File: src/rtl/trap_pkg.sv
// Shared constants for the trap entry controller: cause codes, register
// selectors and cause classification helpers. Assumes 6-bit cause codes.
package trap_pkg;

    localparam int CAUSE_W = 6;
    localparam int SUB_W   = 9;
    localparam int SEL_W   = 4;

    localparam logic [5:0] CC_IRQ       = 6'd0;
    localparam logic [5:0] CC_LDPAGE    = 6'd1;
    localparam logic [5:0] CC_STPAGE    = 6'd2;
    localparam logic [5:0] CC_FETCHPAGE = 6'd3;
    localparam logic [5:0] CC_MODPAGE   = 6'd4;
    localparam logic [5:0] CC_NOREAD    = 6'd5;
    localparam logic [5:0] CC_NOEXEC    = 6'd6;
    localparam logic [5:0] CC_PRIVPAGE  = 6'd7;
    localparam logic [5:0] CC_ADDRERR   = 6'd8;
    localparam logic [5:0] CC_ALIGN     = 6'd9;
    localparam logic [5:0] CC_BOUND     = 6'd10;
    localparam logic [5:0] CC_SYSCALL   = 6'd11;
    localparam logic [5:0] CC_BREAK     = 6'd12;
    localparam logic [5:0] CC_RESVD     = 6'd13;
    localparam logic [5:0] CC_PRIVINSN  = 6'd14;
    localparam logic [5:0] CC_FPOFF     = 6'd15;
    localparam logic [5:0] CC_VEC128OFF = 6'd16;
    localparam logic [5:0] CC_VEC256OFF = 6'd17;
    localparam logic [5:0] CC_FPEXC     = 6'd18;
    localparam logic [5:0] CC_DEBUG     = 6'd26;

    localparam logic [5:0] DBG_BRK_CODE = 6'hC;

    localparam logic [3:0] SEL_MODE    = 4'd0;
    localparam logic [3:0] SEL_PMODE   = 4'd1;
    localparam logic [3:0] SEL_CFG     = 4'd2;
    localparam logic [3:0] SEL_STAT    = 4'd3;
    localparam logic [3:0] SEL_RET     = 4'd4;
    localparam logic [3:0] SEL_BADADDR = 4'd5;
    localparam logic [3:0] SEL_BADINSN = 4'd6;
    localparam logic [3:0] SEL_BASE    = 4'd7;
    localparam logic [3:0] SEL_RFBASE  = 4'd8;
    localparam logic [3:0] SEL_RFRET   = 4'd9;
    localparam logic [3:0] SEL_RFPMODE = 4'd10;
    localparam logic [3:0] SEL_DBG     = 4'd11;
    localparam logic [3:0] SEL_DRET    = 4'd12;

    // Causes whose entry records the PC as the bad address.
    function automatic logic sets_badaddr(input logic [5:0] c);
        return (c >= CC_SYSCALL) && (c <= CC_FPEXC);
    endfunction

    // Causes for which no instruction word is captured.
    function automatic logic skips_badinsn(input logic [5:0] c, input logic [8:0] sub);
        return (c == CC_IRQ) || (c == CC_FETCHPAGE) ||
               ((c == CC_ADDRERR) && (sub == 9'd0));
    endfunction

endpackage

File: src/rtl/trap_irq_pick.sv
// Priority picker: returns the index of the highest-numbered set request bit.
// Assumes NUM_IRQ >= 2. Purely combinational.
module trap_irq_pick #(
    parameter int NUM_IRQ = 8,
    parameter int IDX_W   = $clog2(NUM_IRQ)
) (
    input  logic [NUM_IRQ-1:0] req,
    output logic               any,
    output logic [IDX_W-1:0]   idx
);

    // Scan upwards so the last (highest) set bit is kept.
    always_comb begin
        any = 1'b0;
        idx = '0;
        for (int i = 0; i < NUM_IRQ; i++) begin
            if (req[i]) begin
                any = 1'b1;
                idx = IDX_W'(i);
            end
        end
    end

    // The chosen bit is set and nothing above it is set.
    always_comb begin
        if (any) begin
            p_pick_top_r3: assert ((req >> idx) == NUM_IRQ'(1));
        end
    end

endmodule

File: src/rtl/trap_vec_calc.sv
// Vectored entry address: base plus code times a spacing of 4<<vs bytes,
// or plus nothing when vs is zero. Uses a shift in place of a multiplier.
module trap_vec_calc #(
    parameter int XLEN   = 32,
    parameter int CODE_W = 8
) (
    input  logic [XLEN-1:0]   base,
    input  logic [2:0]        vs,
    input  logic [CODE_W-1:0] code,
    output logic [XLEN-1:0]   entry
);

    logic [3:0]      shamt;
    logic [XLEN-1:0] offset;

    // Spacing of 4<<vs applied as a left shift of the code by vs+2.
    always_comb begin
        shamt  = {1'b0, vs} + 4'd2;
        offset = (vs == 3'd0) ? '0 : (XLEN'(code) << shamt);
        entry  = base + offset;
    end

    // Offsets are whole words, so the low bits follow the base.
    always_comb begin
        p_word_offset_r4: assert (entry[1:0] == base[1:0]);
    end

endmodule

File: src/rtl/trap_entry_unit.sv
// Trap entry controller. Samples interrupt lines, accepts exceptions,
// saves mode and return state on one of three paths (normal, refill,
// debug), computes the next fetch address and handles the return strobe.
// Assumes XLEN = 32 for the register field layout and NUM_IRQ <= 16.
// Synchronous active-low reset.
module trap_entry_unit
    import trap_pkg::*;
#(
    parameter int              XLEN         = 32,
    parameter int              NUM_IRQ      = 8,
    parameter int              EXT_INT_BASE = 64,
    parameter logic [XLEN-1:0] RESET_PC     = 'h1C00_0000,
    parameter int              DBG_OFFSET   = 'h480
) (
    input  logic               clk,
    input  logic               rst_n,
    input  logic               exc_valid,
    input  logic [5:0]         exc_cause,
    input  logic [8:0]         exc_sub,
    input  logic [XLEN-1:0]    core_pc,
    input  logic [31:0]        core_insn,
    input  logic [NUM_IRQ-1:0] irq_lines,
    input  logic               ertn_valid,
    input  logic               csr_we,
    input  logic [3:0]         csr_wsel,
    input  logic [XLEN-1:0]    csr_wdata,
    input  logic [3:0]         csr_rsel,
    output logic [XLEN-1:0]    csr_rdata,
    output logic               redirect_valid,
    output logic [XLEN-1:0]    redirect_pc,
    output logic [1:0]         cur_plv,
    output logic               cur_ie
);

    localparam int IDX_W  = $clog2(NUM_IRQ);
    localparam int CODE_W = $clog2(EXT_INT_BASE + NUM_IRQ) + 1;

    // Architectural state
    logic [1:0]         mode_plv, pm_plv, rfp_plv;
    logic               mode_ie, mode_da, mode_pg, pm_ie, rfp_ie;
    logic [NUM_IRQ-1:0] cfg_lie, st_is;
    logic [2:0]         cfg_vs;
    logic [5:0]         st_ecode, dbg_code;
    logic [8:0]         st_esub;
    logic [XLEN-1:0]    era, badv, badi, base, rfbase, dret;
    logic               rf_flag, dbg_dst, dbg_dei, dbg_dcl;
    logic [XLEN-3:0]    rf_pc;
    logic               redir_v;
    logic [XLEN-1:0]    redir_pc;

    // Decision signals
    logic               irq_any, hw_take, dbg_entry, norm_entry, ent_int;
    logic [IDX_W-1:0]   irq_idx;
    logic [5:0]         ent_cause;
    logic [8:0]         ent_sub;
    logic [CODE_W-1:0]  ent_code;
    logic [XLEN-1:0]    vec_pc, norm_pc, dbg_pc;

    trap_irq_pick #(.NUM_IRQ(NUM_IRQ), .IDX_W(IDX_W)) u_pick (
        .req (st_is & cfg_lie),
        .any (irq_any),
        .idx (irq_idx)
    );

    // Select the trap source and its cause for this cycle.
    always_comb begin
        hw_take    = irq_any && mode_ie && !dbg_dst && !exc_valid && !ertn_valid;
        dbg_entry  = exc_valid && ((exc_cause == CC_DEBUG) ||
                                   ((exc_cause == CC_IRQ) && dbg_dst));
        norm_entry = (exc_valid && !dbg_entry) || hw_take;
        ent_cause  = hw_take ? CC_IRQ : exc_cause;
        ent_sub    = hw_take ? 9'd0   : exc_sub;
        ent_int    = (ent_cause == CC_IRQ);
        ent_code   = ent_int ? (CODE_W'(EXT_INT_BASE) + CODE_W'(irq_idx))
                             : CODE_W'(ent_cause);
    end

    trap_vec_calc #(.XLEN(XLEN), .CODE_W(CODE_W)) u_vec (
        .base  (base),
        .vs    (cfg_vs),
        .code  (ent_code),
        .entry (vec_pc)
    );

    // Refill entries for exceptions bypass the vector table.
    always_comb begin
        norm_pc = (rf_flag && !ent_int) ? rfbase : vec_pc;
        dbg_pc  = base + XLEN'(DBG_OFFSET);
    end

    // Register state: reset, line sampling, register writes, then traps.
    always_ff @(posedge clk) begin
        if (!rst_n) begin
            mode_plv <= '0; mode_ie <= 1'b0; mode_da <= 1'b1; mode_pg <= 1'b0;
            pm_plv   <= '0; pm_ie   <= 1'b0; rfp_plv <= '0;   rfp_ie  <= 1'b0;
            cfg_lie  <= '0; cfg_vs  <= '0;   st_is   <= '0;
            st_ecode <= '0; st_esub <= '0;   dbg_code <= '0;
            era <= '0; badv <= '0; badi <= '0; base <= '0; rfbase <= '0; dret <= '0;
            rf_flag  <= 1'b0; rf_pc <= '0;
            dbg_dst  <= 1'b0; dbg_dei <= 1'b0; dbg_dcl <= 1'b0;
            redir_v  <= 1'b0; redir_pc <= RESET_PC;
        end else begin
            st_is   <= irq_lines;
            redir_v <= 1'b0;
            if (csr_we) begin
                case (csr_wsel)
                    SEL_MODE: begin
                        mode_plv <= csr_wdata[1:0]; mode_ie <= csr_wdata[2];
                        mode_da  <= csr_wdata[3];   mode_pg <= csr_wdata[4];
                    end
                    SEL_PMODE:   begin pm_plv  <= csr_wdata[1:0]; pm_ie  <= csr_wdata[2]; end
                    SEL_RFPMODE: begin rfp_plv <= csr_wdata[1:0]; rfp_ie <= csr_wdata[2]; end
                    SEL_CFG: begin
                        cfg_lie <= csr_wdata[NUM_IRQ-1:0]; cfg_vs <= csr_wdata[18:16];
                    end
                    SEL_STAT: begin
                        st_ecode <= csr_wdata[21:16]; st_esub <= csr_wdata[30:22];
                    end
                    SEL_RET:     era    <= csr_wdata;
                    SEL_BADADDR: badv   <= csr_wdata;
                    SEL_BADINSN: badi   <= csr_wdata;
                    SEL_BASE:    base   <= csr_wdata;
                    SEL_RFBASE:  rfbase <= csr_wdata;
                    SEL_RFRET: begin rf_flag <= csr_wdata[0]; rf_pc <= csr_wdata[XLEN-1:2]; end
                    SEL_DBG: begin
                        dbg_dst <= csr_wdata[0]; dbg_dei <= csr_wdata[1];
                        dbg_dcl <= csr_wdata[2]; dbg_code <= csr_wdata[21:16];
                    end
                    SEL_DRET:    dret   <= csr_wdata;
                    default: ;
                endcase
            end
            if (dbg_entry) begin
                dbg_dst <= 1'b1;
                if (exc_cause == CC_DEBUG) begin
                    dbg_dcl  <= 1'b1;
                    dbg_code <= DBG_BRK_CODE;
                end else begin
                    dbg_dei  <= 1'b1;
                end
                dret     <= core_pc;
                mode_plv <= '0;
                mode_ie  <= 1'b0;
                redir_v  <= 1'b1;
                redir_pc <= dbg_pc;
            end else if (norm_entry) begin
                if (sets_badaddr(ent_cause))           badv <= core_pc;
                if (!skips_badinsn(ent_cause, ent_sub)) badi <= XLEN'(core_insn);
                if (rf_flag) begin
                    rfp_plv <= mode_plv; rfp_ie <= mode_ie;
                    rf_pc   <= core_pc[XLEN-1:2];
                    mode_da <= 1'b1;     mode_pg <= 1'b0;
                end else begin
                    st_ecode <= ent_cause; st_esub <= ent_sub;
                    pm_plv   <= mode_plv;  pm_ie   <= mode_ie;
                    era      <= core_pc;
                end
                mode_plv <= '0;
                mode_ie  <= 1'b0;
                redir_v  <= 1'b1;
                redir_pc <= norm_pc;
            end else if (ertn_valid) begin
                if (rf_flag) begin
                    mode_plv <= rfp_plv; mode_ie <= rfp_ie;
                    redir_pc <= {rf_pc, 2'b00};
                    rf_flag  <= 1'b0;
                end else begin
                    mode_plv <= pm_plv;  mode_ie <= pm_ie;
                    redir_pc <= era;
                end
                redir_v <= 1'b1;
            end
        end
    end

    // Register read mux.
    always_comb begin
        csr_rdata = '0;
        case (csr_rsel)
            SEL_MODE:    csr_rdata[4:0] = {mode_pg, mode_da, mode_ie, mode_plv};
            SEL_PMODE:   csr_rdata[2:0] = {pm_ie, pm_plv};
            SEL_RFPMODE: csr_rdata[2:0] = {rfp_ie, rfp_plv};
            SEL_CFG: begin
                csr_rdata[NUM_IRQ-1:0] = cfg_lie;
                csr_rdata[18:16]       = cfg_vs;
            end
            SEL_STAT: begin
                csr_rdata[NUM_IRQ-1:0] = st_is;
                csr_rdata[21:16]       = st_ecode;
                csr_rdata[30:22]       = st_esub;
            end
            SEL_RET:     csr_rdata = era;
            SEL_BADADDR: csr_rdata = badv;
            SEL_BADINSN: csr_rdata = badi;
            SEL_BASE:    csr_rdata = base;
            SEL_RFBASE:  csr_rdata = rfbase;
            SEL_RFRET:   csr_rdata = {rf_pc, 1'b0, rf_flag};
            SEL_DBG: begin
                csr_rdata[2:0]   = {dbg_dcl, dbg_dei, dbg_dst};
                csr_rdata[21:16] = dbg_code;
            end
            SEL_DRET:    csr_rdata = dret;
            default:     csr_rdata = '0;
        endcase
    end

    assign redirect_valid = redir_v;
    assign redirect_pc    = redir_pc;
    assign cur_plv        = mode_plv;
    assign cur_ie         = mode_ie;

    // Any entry leaves the core at privilege 0 with interrupts off.
    p_entry_clear_r9: assert property (@(posedge clk) disable iff (!rst_n)
        (dbg_entry || norm_entry) |=> (cur_plv == 2'd0 && !cur_ie && redirect_valid));

    // A breakpoint or nested interrupt puts the block in debug state.
    p_dbg_state_r8: assert property (@(posedge clk) disable iff (!rst_n)
        dbg_entry |=> (dbg_dst && redirect_pc == dbg_pc));

    // Refill entries switch to direct addressing with paging off.
    p_refill_mode_r7: assert property (@(posedge clk) disable iff (!rst_n)
        (norm_entry && rf_flag) |=> (mode_da && !mode_pg));

    // In debug state, interrupt lines alone never cause a redirect.
    p_dbg_blocks_irq_r2: assert property (@(posedge clk) disable iff (!rst_n)
        (dbg_dst && !exc_valid && !ertn_valid) |=> !redirect_valid);

endmodule

File: config.mk
export PLATFORM = sky130hd
export DESIGN_NAME = trap_entry_unit
export DESIGN_NICKNAME = d
export VERILOG_FILES = /design/src/rtl/trap_pkg.sv /design/src/rtl/trap_irq_pick.sv /design/src/rtl/trap_vec_calc.sv /design/src/rtl/trap_entry_unit.sv
export SDC_FILE = /design/constraint.sdc
export NUM_CORES = 1
export LEC_CHECK = 0
export BUFFER_PORTS_ARGS = -buffer_cell sky130_fd_sc_hd__buf_2
export CAP_MARGIN = 10
export CORE_UTILIZATION = 31
export CTS_CLUSTER_DIAMETER = 80
export DETAILED_ROUTE_END_ITERATION = 10
export GPL_TIMING_DRIVEN = 0
export PLACE_DENSITY = 0.51
export SYNTH_ARGS = -nofsm -noshare
export SYNTH_HDL_FRONTEND = slang
export SYNTH_SLANG_ARGS = --single-unit
File: constraint.sdc
create_clock -name clk -period 6.6 [get_ports clk]
set_clock_uncertainty 0.15 [all_clocks]
set_input_delay 1.32 -clock clk [delete_from_list [all_inputs] [get_ports clk]]
set_output_delay 1.32 -clock clk [all_outputs]
set_load 0.005 [all_outputs]
# Yosys cells after proc, flatten, opt, wreduce, memory -nomap -nowiden
# Index checks and enable logic that the tools add are counted.
# word_totals
ramBits,0
memories,0
rom_bits,0
output_inout_bits,68
regBits,310
latchBits,0
# classes
shifts,1
muxes,127
n_reduce_logical,38
addsub,4
n_eq_ne,27
bitwise,2
order_cmp,2
multipliers,0
div,0
# op_table
cell,n
32-bit 2-to-1 mux,24
30-bit 2-to-1 mux,5
9-bit one-hot mux with 8 select lines,1
6-bit 2-to-1 mux,10
8-bit one-hot mux with 7 select lines,1
9-bit 2-to-1 mux,6
3-bit one-hot mux with 9 select lines,2
1-bit 2-to-1 mux,53
4-bit equality test (second input constant),10
3-bit one-hot mux with 13 select lines,1
32-bit by 11-bit adder with 32-bit output (second input constant),1
32-bit adder,1
4-bit by 3-bit equality test with 1-bit output (second input constant),8
2-bit 2-to-1 mux,16
8-bit by 4-bit << shifter with 32-bit output,1
3-bit one-hot mux with 10 select lines,1
2-bit one-hot mux with 10 select lines,1
4-bit by 2-bit equality test with 1-bit output (second input constant),4
6-bit logical NOT,2
3-bit 2-to-1 mux,4
2-bit AND reduction,6
1-bit logical AND,10
2-bit nonzero test,5
9-bit logical NOT,1
other kinds (18),27

# Longest topological paths before layout
# Gate-level depths: netlist (run 1).
# depth
ltp_word,22
mapped_depth,18

# Modules after synthesis
# A second synthesis (run 1) with hierarchy kept.
# unflattened
cells_unflattened,2209
hier_area_um2,18032.3
# modules_own_cells
mod,cells_per_inst,n_inst,area_per_inst_um2
trap_entry_unit,1914,1,16041.6
trap_vec_calc,283,1,1933.1
trap_irq_pick,12,1,57.6

# Least setup slack after synthesis (run 1)
# Ideal clock, no wire load.
# synth_path
path_type,input port to flip-flop
start,in ertn_valid
end,reg redir_pc[24] (netlist: redirect_pc[24])
path_buffers,3
slack_ns,1.071
arrival_time_ns,5.264
path_stages,18
path_cell_list,buf_6 -> or4b_4 -> a41o_1 -> buf_6 -> a22oi_2 -> a21oi_1 -> mux2_2 -> a22oi_1 -> a21oi_1 -> ha_1 -> clkbuf_1 -> a21oi_1 -> o21ai_0 -> a221o_1 -> a31oi_1 -> o31ai_1 -> a211o_1 -> and3_1
# synth_between
elab_chain_len,11
word_cells_on_any_way,15
# synth_rtl
item,line,source
start: declaration,trap_entry_unit.sv:23,"input logic ertn_valid,"
1-bit logical NOT,trap_entry_unit.sv:67,hw_take = irq_any && mode_ie && !dbg_dst && !exc_valid && !ertn_valid;
1-bit logical AND,trap_entry_unit.sv:67,
6-bit 2-to-1 mux,trap_entry_unit.sv:71,ent_cause = hw_take ? CC_IRQ : exc_cause;
6-bit logical NOT,trap_entry_unit.sv:73,ent_int = (ent_cause == CC_IRQ);
8-bit 2-to-1 mux,trap_entry_unit.sv:74,ent_code = ent_int ? (CODE_W'(EXT_INT_BASE) + CODE_W'(irq_idx))
8-bit by 4-bit << shifter with 32-bit output,trap_vec_calc.sv:19,offset = (vs == 3'd0) ? '0 : (XLEN'(code) << shamt);
32-bit 2-to-1 mux,trap_vec_calc.sv:19,
32-bit adder,trap_vec_calc.sv:20,entry = base + offset;
32-bit 2-to-1 mux,trap_entry_unit.sv:87,norm_pc = (rf_flag && !ent_int) ? rfbase : vec_pc;
32-bit 2-to-1 mux,trap_entry_unit.sv:146,end else if (norm_entry) begin
32-bit 2-to-1 mux,trap_entry_unit.sv:133,if (dbg_entry) begin
end signal: assignment,trap_entry_unit.sv:145,redir_pc <= dbg_pc;
end signal: assignment,trap_entry_unit.sv:161,redir_pc <= norm_pc;
end signal: assignment,trap_entry_unit.sv:165,"redir_pc <= {rf_pc, 2'b00};"
end: declaration,trap_entry_unit.sv:49,logic [XLEN-1:0] redir_pc;
# Several ways; a longest one is shown, not always the timed one.
# A chain may end at the register's enable or synchronous reset.

# Worst setup path after layout (run 1)
# layout_path
start,in exc_valid
end,reg redir_pc[24] (netlist: redirect_pc[24])
# layout_between
elab_chain_len,12
word_cells_on_any_way,19
# layout_rtl
item,line,source
start: declaration,trap_entry_unit.sv:17,"input logic exc_valid,"
1-bit logical NOT,trap_entry_unit.sv:67,
1-bit logical AND (2 in a row),trap_entry_unit.sv:67,
6-bit 2-to-1 mux,trap_entry_unit.sv:71,
6-bit logical NOT,trap_entry_unit.sv:73,
8-bit 2-to-1 mux,trap_entry_unit.sv:74,
8-bit by 4-bit << shifter with 32-bit output,trap_vec_calc.sv:19,
32-bit 2-to-1 mux,trap_vec_calc.sv:19,
32-bit adder,trap_vec_calc.sv:20,
32-bit 2-to-1 mux,trap_entry_unit.sv:87,
32-bit 2-to-1 mux,trap_entry_unit.sv:146,
32-bit 2-to-1 mux,trap_entry_unit.sv:133,
# Several ways; a longest one is shown, not always the timed one.

==> results.md, run 1 <==
- YS warnings: 0
- Dominant cells by area after synthesis: dfxtp_1 (35%), mux2i_1 (12%), a211oi_1 (8.0%)
- Setup TNS: 0 ns
- Mapped cell area: 0.01769 sq mm
- Drt drc: 0
- Crit path capture: redirect_pc[24]$_SDFFE_PN0P_
- Mean Syn Cell Area: 8.124 sq um
- Lkg Pwr: 7.749 nW
- DIE AREA: 0.05804 sq mm
- Core Area: 0.05639 sq mm
- Pins Over Slew Limit: 0
- Total Power: 4.848 mW
- Crit Path Max Fanout: 10
- TritonCTS clock tree: yes
- Routed met2 length: 40,550 um
- Synth top area share: 0.3508
- Fin Hold WS: 0.3023 ns
- Vias per cell: 6.157
- Root buffer cell: clkbuf_16
- Worst hold-check path type: flip-flop to flip-flop
- GRT Util Overall: 0.3174
- Cells after synthesis: 2,178
- Detail Route Antenna Nets: 0
- Post-CTS resize count: 0
- WS Path Type: input port to flip-flop
- Initial antenna violation count: 2
- Top_reg_cell synth: dfxtp_1
- RSZ-0062 raised after global routing: no
- Grt total ovfl: 0
- CP required: 6.92 ns
- Nets: 2,553
- Post-Syn Nets: 2,335
- Initial drt markers: 3,020
- Routed wire per std cell: 29.62 um
- Crit share post-route: 0.9534
- Maximum clock frequency: 158.9 MHz
- Largest net degree at the start of global routing: 12
- FP Rows: 87
- First-pass DRT Iterations: 8
- First-pass GRT wire length: 131,800 um
- H-tree levels: 2
- Initial Utilization: 0.3138
- Pwr Density: 232.5 mW/mm^2
- Seq/Total Area, Yosys: 0.3508
- Final Non-Filler Cells: 3,181
- Area Overhead vs Synth: 17.84%
- Status: finished clean
- FFs w/ async S/R, synth: 0
- Final wirelength: 94,240 um
- Crit path DAT: 6.61 ns
- Detailed Place HPWL: 71,890 um
- Worst-Margin Slew: 1.191 ns
- Metal3 WL: 9935 um
- Setup bufs post-CTS: 0
- Most frequent cells in the layout: dfxtp_1 (310), nor2_1 (258), nand2_1 (254), mux2i_1 (216), a211oi_1 (189)
- Die Ht: 240.9 um
- IR drop worst, VDD: 173.8 uV
- Crit. Startpoint: exc_valid
- Die Width: 240.9 um
- Pre-CTS WS: -0.2080 ns
- Cell total after placement: 3,110
- Reg clk slew, reported paths: 0.06 ns
- FF-to-FF setup slack: 0.52 ns
- Cells on worst reg2reg path: 14
- Highest metal used: met5
- Input/output buffers: 175
- Via count: 19,580
- Fillers: 5,994
- Unique cell type count in the Yosys netlist: 78
- Deepest clock path buffer count: 3
- Vias in the first global route: 18,140
- Number of I/O pins: 200
- Fin. Hold Viols: 0
- Min Tclk post-route: 6.292 ns
- Layout cell share with drive strength beyond 1: 0.1147
- Yosys reg bits: 310
- Critical R2R Capture: redirect_pc[24]$_SDFFE_PN0P_
- Skew-Pair Late Insertion Delay: 0.60 ns
- Clock sink count: 310
- Post-synth EDFFs: 0
- Area leader, netlist: dfxtp_1
- Slew HR: 0.2057
- # Max-Cap Violations: 0
- Worst setup SP type: input port
- CTS buffer count: 40
- Post-CTS Hold Buffers: 0
- Routed met1 length: 39,920 um
- PnR worst setup slack: 0.3078 ns
- Reg2reg start: st_is[2]$_SDFF_PN0_
- Final setup viols: 0
- Crit end category: flip-flop
- Commonest non-fill, non-tap cell in the layout: dfxtp_1
- GPL Wtd Cong: 0.9698
cells in the mapped netlist, drive strengths merged, types with 5 or more instances:
library cell and count:
dfxtp 310, nor2 258, nand2 254, mux2i 216
a211oi 189, clkbuf 176, a21oi 144, a22oi 105
o21ai 62, nand3 48, nor3 28, a31oi 26
nand4 25, ha 24, buf 23, xnor2 22
and2 20, a222oi 17, and3 16, xor2 16
a221oi 14, inv 14, a22o 13, o211ai 13
mux2 12, a21o 10, nand2b 8, o22ai 7
and4 6, nor2b 6, a211o 5, a221o 5
a311oi 5, a41oi 5, nand3b 5, nor4 5
o21a 5, o221ai 5, o31ai 5, or3 5
metrics by stage:
step | utilization | area [sq um]
global placement | 0.3461 | 19520
CTS | 0.3697 | 20850
finish | 0.3698 | 20850
global route | 0.3697 | 20850
floorplan | - | 17690
detailed placement | 0.3465 | 19540
worst min-delay path by stage:
stage | startpoint | slack, ns | endpoint | cells past startpoint
after global placement | redirect_pc[17]$_SDFFE_PN0P_ | 0.29 | redirect_pc[17]$_SDFFE_PN0P_ | 1
after floorplan | mode_pg$_SDFF_PN0_ | 0.28 | mode_pg$_SDFF_PN0_ | 2
final | redirect_pc[15]$_SDFFE_PN0P_ | 0.30 | redirect_pc[15]$_SDFFE_PN0P_ | 2
after global routing | redirect_pc[17]$_SDFFE_PN0P_ | 0.33 | redirect_pc[17]$_SDFFE_PN0P_ | 1
after detailed placement | redirect_pc[15]$_SDFFE_PN0P_ | 0.29 | redirect_pc[15]$_SDFFE_PN0P_ | 2
after CTS | redirect_pc[15]$_SDFFE_PN0P_ | 0.30 | redirect_pc[15]$_SDFFE_PN0P_ | 2
worst max-delay path, stage by stage:
cell	delay, ns
buf_2	0.13
or4b_4	0.55
a41o_1	0.33
clkbuf_1	0.35
nand3_1	0.18
o21ai_0	0.09
mux2_2	0.29
a22oi_1	0.35
nor2_1	0.12
ha_1	0.37
and3_1	0.16
a221oi_1	0.13
o211ai_1	0.45
a31oi_1	0.33
o31ai_1	0.98
a41oi_1	0.23
and3_1	0.23
routing by layer:
layer,track usage,vias to the layer above
li1,-,8507
met1,0.4337,9556
met2,0.4788,1310
met3,0.07446,209
met4,0.1258,2
met5,0,-
registers in the layout, summed over array words and instances, names as in the netlist, 2 cells and up:
register and cells:
cur_plv 2, badv 32, rf_pc 30, st_esub 9
era 32, dret 32, base 32, rfp_plv 2
redirect_pc 32, badi 32, st_ecode 6, rfbase 32
dbg_code 6, st_is 8, pm_plv 2, cfg_vs 3
cfg_lie 8
cell type report:
cell class | count | area, sq um | area share
multi-input combinational | 1654 | 10670 | 0.5117
sequential | 310 | 6206 | 0.2976
clock buffer | 61 | 1201 | 0.05761
tap | 756 | 945.9 | 0.04537
timing repair buffer | 176 | 887.1 | 0.04255
buffer | 199 | 774.5 | 0.03715
clock inverter | 9 | 107.6 | 0.005161
inverter | 15 | 56.30 | 0.002700
antenna | 1 | 2.502 | 0.0001200
report_power, final:
part	internal [mW]	leakage (nW)	switching, mW
clock network	1.30	0.647	0.945
registers	1.95	2.53	0.0735
logic	0.177	4.57	0.400
cell families after synthesis:
family,Yosys count,share of synthesized area
fa+ha+maj,25,0.01810
flops,310,0.3508
mux,229,0.1311
compound gates,666,0.2629
simple gates,696,0.1713
buf+inv,214,0.04696
xor+xnor,38,0.01881
Note: power is estimated with default switching activity, not from simulation.
==> inputs of run 2 (changes only) <==
--- a/config.mk
+++ b/config.mk
@@ -11,7 +11,10 @@
 export CTS_CLUSTER_DIAMETER = 80
 export DETAILED_ROUTE_END_ITERATION = 10
 export GPL_TIMING_DRIVEN = 0
+export MAX_ROUTING_LAYER = met4
 export PLACE_DENSITY = 0.51
+export SETUP_SLACK_MARGIN = 0.2
 export SYNTH_ARGS = -nofsm -noshare
 export SYNTH_HDL_FRONTEND = slang
+export SYNTH_HIERARCHICAL = 1
 export SYNTH_SLANG_ARGS = --single-unit
==> run 2 against run 1 <==
- combinational power is 2% lower
- largest cell class unchanged
- global-route usage is 0.11 points higher
- worst hold slack better by 0.014 ns
- synthesized cell count is 1.4% higher
- critical path depth is 9 lower
- wire length hardly changed
- clock-buffer cell count is 4 lower
- clock power is 7% lower
- register-to-register slack worse by 0.18 ns
==> results.md, run 2 <==
- Layout cell share with drive strength beyond 1: 0.1483
- Dominant cells by area after synthesis: dfxtp_1 (34%), mux2i_1 (12%), nand2_1 (6.5%)
- Top_reg_cell synth: dfxtp_1
- Post-CTS Hold Buffers: 0
- Worst-Margin Slew: 1.391 ns
- H-tree levels: 2
- Hold depth: 2
- FP Rows: 88
- Cells on worst reg2reg path: 24
- TritonCTS clock tree: yes
- Initial antenna violation count: 2
- First-pass GRT wire length: 132,300 um
- Area of the multi-input gates: 0.01102 sq mm
- Register area: 0.006206 sq mm
- CTS buffer count: 38
- Final Non-Filler Cells: 3,221
- Detail Route Antenna Nets: 0
- Commonest non-fill, non-tap cell in the layout: nand2_1
- Final setup viols: 0
- FFs w/ async S/R, synth: 0
- Critical R2R Capture: redirect_pc[25]$_SDFFE_PN0P_
- Total Power: 4.678 mW
- Yosys reg bits: 310
- Setup bufs post-CTS: 0
- Hold endpoint: cfg_lie[4]$_SDFFE_PN0P_
- CP required: 5.13 ns
- Pwr Density: 220.9 mW/mm^2
- GPL Wtd Cong: 1.005
- Most frequent cells in the layout: nand2_1 (311), dfxtp_1 (310), nor2_1 (247), mux2i_1 (220), buf_2 (214)
- Reg clk slew, reported paths: 0.05 ns
- Die Width: 243.2 um
- Crit. Startpoint: csr_rsel[2]
- Fillers: 6,032
- Grt total ovfl: 0
- Worst hold-check path type: flip-flop to flip-flop
- Reg2reg start: st_is[6]$_SDFF_PN0_
- Nets: 2,588
- Skew-Pair Late Insertion Delay: 0.57 ns
- FF-to-FF setup slack: 0.34 ns
- Pins Over Slew Limit: 0
- Util after Layout: 0.3677
- Crit path DAT: 4.87 ns
- Number of I/O pins: 200
- Final wirelength: 94,230 um
- Mean Syn Cell Area: 8.163 sq um
- Initial Utilization: 0.3131
- Seq/Total Area, Yosys: 0.3442
- Root buffer cell: clkbuf_16
- Synth top area share: 0.3442
- Drt drc: 0
- Cell total after placement: 3,155
- Fin Hold WS: 0.3164 ns
- First-pass DRT Iterations: 6
- Vias in the first global route: 18,180
- Maximum clock frequency: 157.7 MHz
- WS Path Type: input port to output pin
- GRT Util Overall: 0.3185
- Via count: 19,390
- Core Area: 0.05759 sq mm
- YS warnings: 6
- Post-synth EDFFs: 0
- Initial drt markers: 2,181
- Crit end category: output pin
- Clock sink count: 310
- Top cells by count, synth: nand2_1 (312), dfxtp_1 (310), nor2_1 (247), mux2i_1 (220), a21oi_1 (146)
- Cells after synthesis: 2,209
- Fin. Hold Viols: 0
- Status: finished clean
- Largest net degree at the start of global routing: 12
- RSZ-0062 raised after global routing: no
- Detailed Place HPWL: 70,640 um
- Slew HR: 0.06566
- Area Overhead vs Synth: 17.42%
- Deepest clock path buffer count: 3
- Crit share post-route: 0.9607
- Routed wire per std cell: 29.26 um
- Min Tclk post-route: 6.341 ns
- Lkg Pwr: 7.989 nW
- # Max-Cap Violations: 0
- DIE AREA: 0.05914 sq mm
- Crit Path Max Fanout: 10
- Input/output buffers: 176
- IR drop worst, VDD: 130.5 uV
- Unique cell type count in the Yosys netlist: 85
- Mapped cell area: 0.01803 sq mm
- Die Ht: 243.2 um
- Vias per cell: 6.019
- Most frequent cell after synthesis: nand2_1
- Worst setup SP type: input port
- Area leader, netlist: dfxtp_1
- Hold_sp: cfg_lie[4]$_SDFFE_PN0P_
run 2: cell count changes after synthesis, sizes merged, moves of 13 or more:
cell	delta
clkbuf	-40
and3	+13
nand2	+59
a211oi	-50
o21ai	-31
nand3	+27
a31oi	-14
mux2	+33
buf	+37
run 2: through the flow:
stage	setup TNS (ns)	area [sq um]	worst slack [ns]
2_1_floorplan	0	18040	1.384
3_3_place_gp	-1.637	19880	-0.5088
3_5_place_dp	-1.547	19920	-0.4553
4_1_cts	0	21130	0.3751
5_1_grt	0	21170	0.2137
6_report	0	21170	0.2591
run 2: where the power goes:
| group | total (mW) | internal [mW] | switching, mW |
|---|---|---|---|
| clock network | 2.10 | 1.22 | 0.877 |
| logic | 0.564 | 0.186 | 0.378 |
| registers | 2.02 | 1.95 | 0.0705 |
| total | 4.68 | 3.35 | 1.33 |
run 2: how the worst max path moves through the flow:
stage                     slack [ns]                            to
after CTS                       0.38  redirect_pc[25]$_SDFFE_PN0P_
after floorplan                 1.38  redirect_pc[25]$_SDFFE_PN0P_
after global placement         -0.51  redirect_pc[29]$_SDFFE_PN0P_
after global routing            0.21  redirect_pc[16]$_SDFFE_PN0P_
after detailed placement       -0.46  redirect_pc[29]$_SDFFE_PN0P_
final                           0.26                 csr_rdata[13]
run 2: worst max-delay path: stages:
cell	delay [ns]
buf_2	0.15
nand2b_1	0.19
nor3_1	1.06
clkbuf_1	0.93
clkbuf_2	0.67
a22oi_1	0.19
nand3_1	0.21
buf_2	0.15
run 2: cells by family (layout without fill, tap and decap cells):
kind of cell | Yosys count | after routing | synth area share
simple gates | 779 | 779 | 0.1903
compound gates | 567 | 567 | 0.2230
buf+inv | 210 | 452 | 0.04885
other cells | 1 | 6 | 0.0002080
fa+ha+maj | 26 | 26 | 0.01846
xor+xnor | 51 | 51 | 0.02477
mux | 265 | 265 | 0.1502
flops | 310 | 310 | 0.3442
run 2: area by class of cell:
class                      instances  area share
clock buffer                      57     0.05354
multi-input combinational       1692      0.5204
buffer                           196     0.03924
sequential                       310      0.2931
timing repair buffer             178     0.04284
tap                              765     0.04520
antenna                            2   0.0002364
inverter                          14    0.002482
clock inverter                     7    0.003014
run 2: timing repair:
| action | 4_1_cts | 5_1_grt |
|---|---|---|
| pin swaps | 0 | 0 |
| gates resized for setup | 4 | 6 |
| endpoints found under the setup margin | 10 | 3 |
run 2: routing by layer:
| metal | vias to the layer above | GRT usage | part of all wire |
|---|---|---|---|
| li1 | 8491 | - | - |
| met1 | 9537 | 0.4043 | 0.41 |
| met2 | 1126 | 0.4753 | 0.44 |
| met3 | 233 | 0.05584 | 0.088 |
| met4 | 0 | 0.1787 | 0.060 |
| met5 | - | - | 0 |
